<file path="src/rtl/rmis_pkg.sv">
package rmis_pkg;
  localparam int RMIS_DW = 16;
  localparam int RMIS_AW = 20;
  localparam int RMIS_VW = 8;
  localparam int RMIS_SEG_SHIFT = 4;
  localparam int RMIS_TF_BIT = 8;
  localparam int RMIS_IF_BIT = 9;

  typedef enum logic [1:0] {
    OP_INT   = 2'b00,
    OP_RETN  = 2'b01,
    OP_RETF  = 2'b10,
    OP_SETIF = 2'b11
  } op_e;

  typedef enum logic [3:0] {
    ST_IDLE,
    ST_PUSH_F,
    ST_PUSH_CS,
    ST_PUSH_IP,
    ST_RD_IP,
    ST_RD_CS,
    ST_POP_IP,
    ST_POP_CS,
    ST_FIN
  } st_e;
endpackage

</file>
<file path="src/rtl/rmis_fsm.sv">
module rmis_fsm
  import rmis_pkg::*;
(
  input  logic clk,
  input  logic rst_n,
  input  logic accept,
  input  op_e  op,
  input  logic step,
  output st_e  state
);
  st_e  st_d, st_q;
  logic far_d, far_q;

  always_comb begin
    st_d  = st_q;
    far_d = far_q;
    case (st_q)
      ST_IDLE: if (accept) begin
        far_d = (op == OP_RETF);
        st_d  = (op == OP_INT) ? ST_PUSH_F : ST_POP_IP;
      end
      ST_PUSH_F:  if (step) st_d = ST_PUSH_CS;
      ST_PUSH_CS: if (step) st_d = ST_PUSH_IP;
      ST_PUSH_IP: if (step) st_d = ST_RD_IP;
      ST_RD_IP:   if (step) st_d = ST_RD_CS;
      ST_RD_CS:   if (step) st_d = ST_IDLE;
      ST_POP_IP:  if (step) st_d = far_q ? ST_POP_CS : ST_FIN;
      ST_POP_CS:  if (step) st_d = ST_FIN;
      ST_FIN:     st_d = ST_IDLE;
      default:    st_d = ST_IDLE;
    endcase
  end

  always_ff @(posedge clk or negedge rst_n) begin
    if (!rst_n) begin
      st_q  <= ST_IDLE;
      far_q <= 1'b0;
    end else begin
      st_q  <= st_d;
      far_q <= far_d;
    end
  end

  assign state = st_q;
endmodule

</file>
<file path="src/rtl/rmis_agen.sv">
module rmis_agen
  import rmis_pkg::*;
#(
  parameter int DW = RMIS_DW,
  parameter int AW = RMIS_AW,
  parameter int VW = RMIS_VW
) (
  input  st_e           state,
  input  logic [DW-1:0] ss,
  input  logic [DW-1:0] sp,
  input  logic [VW-1:0] vec,
  input  logic [DW-1:0] flags,
  input  logic [DW-1:0] cs,
  input  logic [DW-1:0] ip,
  output logic          mem_req,
  output logic          mem_we,
  output logic [AW-1:0] mem_addr,
  output logic [DW-1:0] mem_wdata
);
  localparam int VPAD = AW - VW - 2;

  logic [AW-1:0] stk_addr;
  logic [AW-1:0] vec_base;

  assign stk_addr = ({{(AW-DW){1'b0}}, ss} << RMIS_SEG_SHIFT) + {{(AW-DW){1'b0}}, sp};
  assign vec_base = {{VPAD{1'b0}}, vec, 2'b00};

  always_comb begin
    mem_req   = 1'b1;
    mem_we    = 1'b0;
    mem_addr  = stk_addr;
    mem_wdata = '0;
    case (state)
      ST_PUSH_F:  begin mem_we = 1'b1; mem_wdata = flags; end
      ST_PUSH_CS: begin mem_we = 1'b1; mem_wdata = cs;    end
      ST_PUSH_IP: begin mem_we = 1'b1; mem_wdata = ip;    end
      ST_RD_IP:   mem_addr = vec_base;
      ST_RD_CS:   mem_addr = vec_base | {{(AW-2){1'b0}}, 2'b10};
      ST_POP_IP, ST_POP_CS: mem_addr = stk_addr;
      default: begin mem_req = 1'b0; mem_addr = '0; end
    endcase
  end
endmodule

</file>
<file path="src/rtl/rmis_regs.sv">
module rmis_regs
  import rmis_pkg::*;
#(
  parameter int DW = RMIS_DW,
  parameter int VW = RMIS_VW
) (
  input  logic          clk,
  input  logic          rst_n,
  input  st_e           state,
  input  logic          step,
  input  logic          accept,
  input  logic          setif,
  input  logic          ld_go,
  input  op_e           op,
  input  logic [VW-1:0] vec_in,
  input  logic [DW-1:0] imm_in,
  input  logic [DW-1:0] ld_flags,
  input  logic [DW-1:0] ld_cs,
  input  logic [DW-1:0] ld_ip,
  input  logic [DW-1:0] ld_sp,
  input  logic [DW-1:0] rdata,
  output logic [DW-1:0] flags,
  output logic [DW-1:0] cs,
  output logic [DW-1:0] ip,
  output logic [DW-1:0] sp,
  output logic [VW-1:0] vec
);
  localparam logic [DW-1:0] WSTEP = DW'(2);

  logic [DW-1:0] flags_q, cs_q, ip_q, sp_q, tip_q, tcs_q, imm_q;
  logic [DW-1:0] flags_d, cs_d, ip_d, sp_d, tip_d, tcs_d, imm_d;
  logic [VW-1:0] vec_q, vec_d;
  logic          upd;
  logic          fin;

  assign fin = (state == ST_FIN);
  assign upd = ld_go | setif | accept | step | fin;

  always_comb begin
    flags_d = flags_q; cs_d = cs_q; ip_d = ip_q; sp_d = sp_q;
    tip_d = tip_q; tcs_d = tcs_q; imm_d = imm_q; vec_d = vec_q;
    if (ld_go) begin
      flags_d = ld_flags; cs_d = ld_cs; ip_d = ld_ip; sp_d = ld_sp;
    end else if (setif) begin
      flags_d[RMIS_IF_BIT] = 1'b1;
    end else if (accept) begin
      vec_d = vec_in;
      imm_d = imm_in;
      tcs_d = cs_q;
      if (op == OP_INT) sp_d = sp_q - WSTEP;
    end else if (fin) begin
      ip_d = tip_q;
      cs_d = tcs_q;
      sp_d = sp_q + imm_q;
    end else if (step) begin
      case (state)
        ST_PUSH_F: begin
          flags_d[RMIS_TF_BIT] = 1'b0;
          flags_d[RMIS_IF_BIT] = 1'b0;
          sp_d = sp_q - WSTEP;
        end
        ST_PUSH_CS: sp_d = sp_q - WSTEP;
        ST_RD_IP:   tip_d = rdata;
        ST_RD_CS: begin
          cs_d = rdata;
          ip_d = tip_q;
        end
        ST_POP_IP: begin
          tip_d = rdata;
          sp_d  = sp_q + WSTEP;
        end
        ST_POP_CS: begin
          tcs_d = rdata;
          sp_d  = sp_q + WSTEP;
        end
        default: ;
      endcase
    end
  end

  always_ff @(posedge clk or negedge rst_n) begin
    if (!rst_n) begin
      flags_q <= '0; cs_q <= '0; ip_q <= '0; sp_q <= '0;
      tip_q <= '0; tcs_q <= '0; imm_q <= '0; vec_q <= '0;
    end else if (upd) begin
      flags_q <= flags_d; cs_q <= cs_d; ip_q <= ip_d; sp_q <= sp_d;
      tip_q <= tip_d; tcs_q <= tcs_d; imm_q <= imm_d; vec_q <= vec_d;
    end
  end

  assign flags = flags_q;
  assign cs    = cs_q;
  assign ip    = ip_q;
  assign sp    = sp_q;
  assign vec   = vec_q;
endmodule

</file>
<file path="src/rtl/rm_irq_seq.sv">
module rm_irq_seq
  import rmis_pkg::*;
(
  input  logic        clk,
  input  logic        rst_n,
  input  logic        req_valid,
  input  logic [1:0]  req_op,
  input  logic [7:0]  req_vec,
  input  logic [15:0] req_imm,
  input  logic        ld_en,
  input  logic [15:0] ld_flags,
  input  logic [15:0] ld_cs,
  input  logic [15:0] ld_ip,
  input  logic [15:0] ld_sp,
  input  logic [15:0] ss_i,
  output logic        busy,
  output logic        mem_req,
  output logic        mem_we,
  output logic [19:0] mem_addr,
  output logic [15:0] mem_wdata,
  input  logic [15:0] mem_rdata,
  input  logic        mem_rdy,
  output logic [15:0] flags_o,
  output logic [15:0] cs_o,
  output logic [15:0] ip_o,
  output logic [15:0] sp_o
);
  logic       rst_m, rst_s;
  st_e        state;
  op_e        op;
  logic       idle, accept, setif, ld_go, step;
  logic [7:0] vec_q;

  always_ff @(posedge clk or negedge rst_n) begin
    if (!rst_n) begin
      rst_m <= 1'b0;
      rst_s <= 1'b0;
    end else begin
      rst_m <= 1'b1;
      rst_s <= rst_m;
    end
  end

  assign op     = op_e'(req_op);
  assign idle   = (state == ST_IDLE);
  assign ld_go  = idle & ld_en;
  assign setif  = idle & ~ld_en & req_valid & (op == OP_SETIF);
  assign accept = idle & ~ld_en & req_valid & (op != OP_SETIF);
  assign step   = mem_req & mem_rdy;
  assign busy   = ~idle;

  rmis_fsm u_fsm (
    .clk(clk), .rst_n(rst_s), .accept(accept), .op(op), .step(step), .state(state)
  );

  rmis_agen #(.DW(RMIS_DW), .AW(RMIS_AW), .VW(RMIS_VW)) u_agen (
    .state(state), .ss(ss_i), .sp(sp_o), .vec(vec_q),
    .flags(flags_o), .cs(cs_o), .ip(ip_o),
    .mem_req(mem_req), .mem_we(mem_we), .mem_addr(mem_addr), .mem_wdata(mem_wdata)
  );

  rmis_regs #(.DW(RMIS_DW), .VW(RMIS_VW)) u_regs (
    .clk(clk), .rst_n(rst_s), .state(state), .step(step), .accept(accept),
    .setif(setif), .ld_go(ld_go), .op(op), .vec_in(req_vec), .imm_in(req_imm),
    .ld_flags(ld_flags), .ld_cs(ld_cs), .ld_ip(ld_ip), .ld_sp(ld_sp),
    .rdata(mem_rdata), .flags(flags_o), .cs(cs_o), .ip(ip_o), .sp(sp_o), .vec(vec_q)
  );
endmodule

</file>
<file path="config.mk">
export PLATFORM = sky130hd
export DESIGN_NAME = rm_irq_seq
export DESIGN_NICKNAME = d
export VERILOG_FILES = /design/src/rtl/rmis_pkg.sv /design/src/rtl/rmis_fsm.sv /design/src/rtl/rmis_agen.sv /design/src/rtl/rmis_regs.sv /design/src/rtl/rm_irq_seq.sv
export SDC_FILE = /design/constraint.sdc
export NUM_CORES = 1
export LEC_CHECK = 0
export ABC_AREA = 1
export BUFFER_PORTS_ARGS = -buffer_cell sky130_fd_sc_hd__buf_2
export CORE_AREA = 2 2 132 230
export CTS_CLUSTER_SIZE = 8
export DETAILED_ROUTE_END_ITERATION = 7
export DIE_AREA = 0 0 134 232
export HOLD_SLACK_MARGIN = 0.03
export SYNTH_ARGS = -nofsm -noshare
export SYNTH_HDL_FRONTEND = slang
export SYNTH_SLANG_ARGS = --single-unit
</file>
<file path="constraint.sdc">
create_clock -name clk -period 4.3 [get_ports clk]
set_input_delay 0.215 -clock clk [delete_from_list [all_inputs] [get_ports clk]]
set_output_delay 0.215 -clock clk [all_outputs]
set_load 0.005 [all_outputs]
</file>
==> impl_metrics.yaml <==
critical_path:
  cp.buffers_inverters: 3
  crit_family: "adder cells"
  path_max_fanout: 8
  path_cells: "ha_1 -> inv_1 -> fa_1 -> inv_1 -> nand3_1 -> nand2_1 -> a21oi_1 -> o21ai_0 -> nand2_1 -> nand2_1 -> o21ai_0 -> nor2_1 -> buf_2"
  start_kind: "flop"
  worstSetupEndpointType: "output pin"
  worst_path_max_delay_cell: "dfrtp_1"
  worstSetupPathType: "flop to output pin"
  crit_arrival_ns: 2.76
  critPathRequiredTime_ns: 4.09
  crit_top_cell: "nand2_1"
  crit_path_max_incr_delay_ns: 0.49
detailed_routing:
  routed_wl_um: 33200
  drt_iter0_drc: 489
  firstDrtPassIters: 7
  vias_per_cell: 4.88
  avgRoutedWirePerCell_um: 17.2
  num_vias: 9406
  drc_errors: 0
  ant_nets: 0
sta:
  min_period_over_period_pct: 69.3
  fmax_mhz: 336
  tns_ns: 0
  finalHoldViolations: 0
  setup_ws_ns: 1.32
  relSlewSlack_pct: 20.5
  slew_violations: 0
  rsz0062_at_grt: "false"
  worst_pin_slew_ns: 1.19
  period_needed_ns: 2.98
  fin_worst_skew_ns: 0.00716
  setup_viol: 0
pwr:
  leakagePower_nw: 5.87
  pwr_density_cell_mw_per_mm2: 805
  seqPwrFrac_pct: 27.3
  clock_power_share_pct: 17.3
  swShare_pct: 48.1
  intPower_w: 0.00468
  combPwrFrac_pct: 55.4
  switchingPower_w: 0.00433
  worst_ir_drop_vdd_uv: 394
yosys:
  synth.most_common_cell: "nand2_1"
  syn_nets: 1441
  syn-instance-count: 1283
  synth_area_leader_cell: "dfrtp_1"
  yosys_warnings: 0
  synth_edf_count: 0
  synth_top_cells_by_count: "424 x nand2_1, 181 x nor2_1, 127 x dfrtp_1"
  yosys_most_used_dff: "dfrtp_1"
  yosys-top-cells-area: "dfrtp_1 37%, nand2_1 18%, nor2_1 7.9%"
  yosys_register_bits: 127
  synth_area_per_cell_um2: 6.74
  synth_cell_type_count: 48
  yosysSeqAreaShare_pct: 36.7
  synth.top_cell.area_share_pct: 36.7
  ys_async_sr_fraction_pct: 100
  syn-cell-area_mm2: 0.00865
floorplanning:
  dieArea_mm2: 0.0311
  num_io_pins: 230
  rows: 83
  die_width_um: 134
  coreArea_mm2: 0.0292
  initial_core_util_pct: 29.6
  die_y_um: 232
final_layout:
  antenna_cells: 0
  drive_gt1_share_pct: 19.8
  area_growth_pct: 29.4
  fin_nets: 1690
clocking:
  htreeDepth: 4
  worstSkewPairLatency_ns: 0.43
  cts_root_buf: "clkbuf_16"
  cts-resized-gates: 0
  cts_tree: "yes"
  clk_transition_reported_paths_ns: 0.06
  cts.sinks: 127
  cts_max_path_buffers: 2
  cts_buffers: 17
global_route:
  grt_pass1_vias: 9527
  grt_pass1_wl_um: 51400
  grt_usage_pct: 21.4
  grt_max_degree: 115
  antenna_found_initial: 0
  grt_remaining_overflow: 0
placed_design:
  globalplace.congestion: 0.917
  place_hpwl_um: 25500
  place_ws_ns: 1.67
  io_buffers: 229
run:
  max_cap_violations: 0
min_path:
  hold_path_class: "input port to flop"
run_status:
  status: "complete, no violations"
-- power groups by stage --
stage,sequential [W],clock (W),combinational [W]
after global routing,0.00254,0.00164,0.00569
after global placement,0.00246,0,0.00489
after CTS,0.00246,0.00159,0.00501
final,0.00246,0.00156,0.00499
after detailed placement,0.00247,0,0.00496
after floorplan,0.00223,0,0.00336
-- layout by cell type (no fill, tap or decap), types with 3 or more instances in the layout --
cell type,instances
nand2_1,423
xnor2_1,5
nand3_1,65
nand4_1,13
xor2_1,13
nor2_2,3
clkinv_2,3
clkbuf_16,17
o211ai_1,23
nor2_4,4
a31oi_1,25
bufinv_16,4
a21oi_1,50
o21ai_0,73
nand3_2,3
ha_1,29
mux2_2,7
a41oi_1,7
nand3b_1,3
nor2_1,181
dlygate4sd3_1,37
inv_2,5
nor3_1,16
inv_1,123
dfrtp_1,126
clkbuf_8,3
o21ai_1,6
buf_4,12
buf_2,229
-- state kept, by name, indices dropped and copies added (netlist names) --
signal,count
u_regs.cs,16
u_regs.flags,16
u_regs.imm_q,16
u_regs.ip,16
u_regs.sp,16
u_regs.tcs_q,16
u_regs.tip_q,16
u_regs.vec,8
u_fsm.state,4
rst_m,1
rst_s,1
u_fsm.far_q,1
-- path summary, 6_finish.rpt --
path | slack, ns | start | end | cells past startpoint
setup / recovery | 1.32 | u_regs.sp[4] | mem_addr[14] | 13
hold / removal | 0.04 | ld_flags[9] | u_regs.flags[9] | 3
setup reg to reg | 1.65 | u_fsm.state[1] | u_regs.tcs_q[13] | 9
hold reg to reg | 0.18 | rst_s | u_regs.tip_q[3] | 0
max in group asynchronous | 3.19 | rst_s | u_regs.imm_q[7] | 1
min in group asynchronous | 0.09 | rst_n | rst_s | 2
-- area by class of cell --
cell class                 count  area [um^2]
fill                        3109        18000
multi-input combinational    976         4760
sequential                   127         3180
timing repair buffer         280         1650
inverter                     130          490
tap                          382          478
clock buffer                  21          470
clock inverter                10          160
-- routing by layer --
| metal | vias up | global-route usage (%) | part of all wire (%) |
|---|---|---|---|
| met5 | - | 0 | 0 |
| met4 | 0 | 12.0 | 5.2 |
| met3 | 68 | 4.08 | 5.3 |
| met2 | 328 | 40.5 | 53 |
| met1 | 4375 | 21.8 | 36 |
| li1 | 4635 | - | - |
-- cells by family (layout without fill, tap and decap cells) --
kind of cell / count (synthesis) / after routing / synth area share (%)
adder cells (fa/ha/maj): 31 / 31 / 4.66
buffers and inverters: 180 / 441 / 8.26
AO/OA/AOI/OAI: 198 / 198 / 13.4
flip-flops: 127 / 127 / 36.7
XOR/XNOR: 18 / 18 / 1.82
multiplexers: 7 / 7 / 0.912
other: 1 / 1 / 0.0434
AND/OR/NAND/NOR: 721 / 721 / 34.2
-- per-stage QoR --
stage	hold WS (ns)	std cells	util [%]	cell area, um^2	power, W
final	0.0436	1926	38.3	11200	0.00901
after global routing	0.0347	1926	38.3	11200	0.00987
after global placement	0.00568	1858	34.9	10200	0.00735
after detailed placement	0.00961	1858	34.9	10200	0.00743
after floorplan	-0.0806	1283	-	8650	0.00559
after CTS	0.0304	1926	38.3	11200	0.00906
-- worst reg2reg max path, cell delays in order (launching register included) --
cell and delay, ns:
dfrtp_1 0.60, nor2_4 0.12, nor2_2 0.20, inv_2 0.06, nand2_1 0.08, nand2_1 0.14, o31ai_4 0.96, buf_4 0.27
nor2_1 0.04, a31oi_1 0.12
-- what timing repair did --
action / CTS / global route
hold buffers: 37 / 0
setup buffers: 0 / 0
hold endpoints to repair: 38 / 0
No activity file was read; power rests on OpenSTA's default activity.
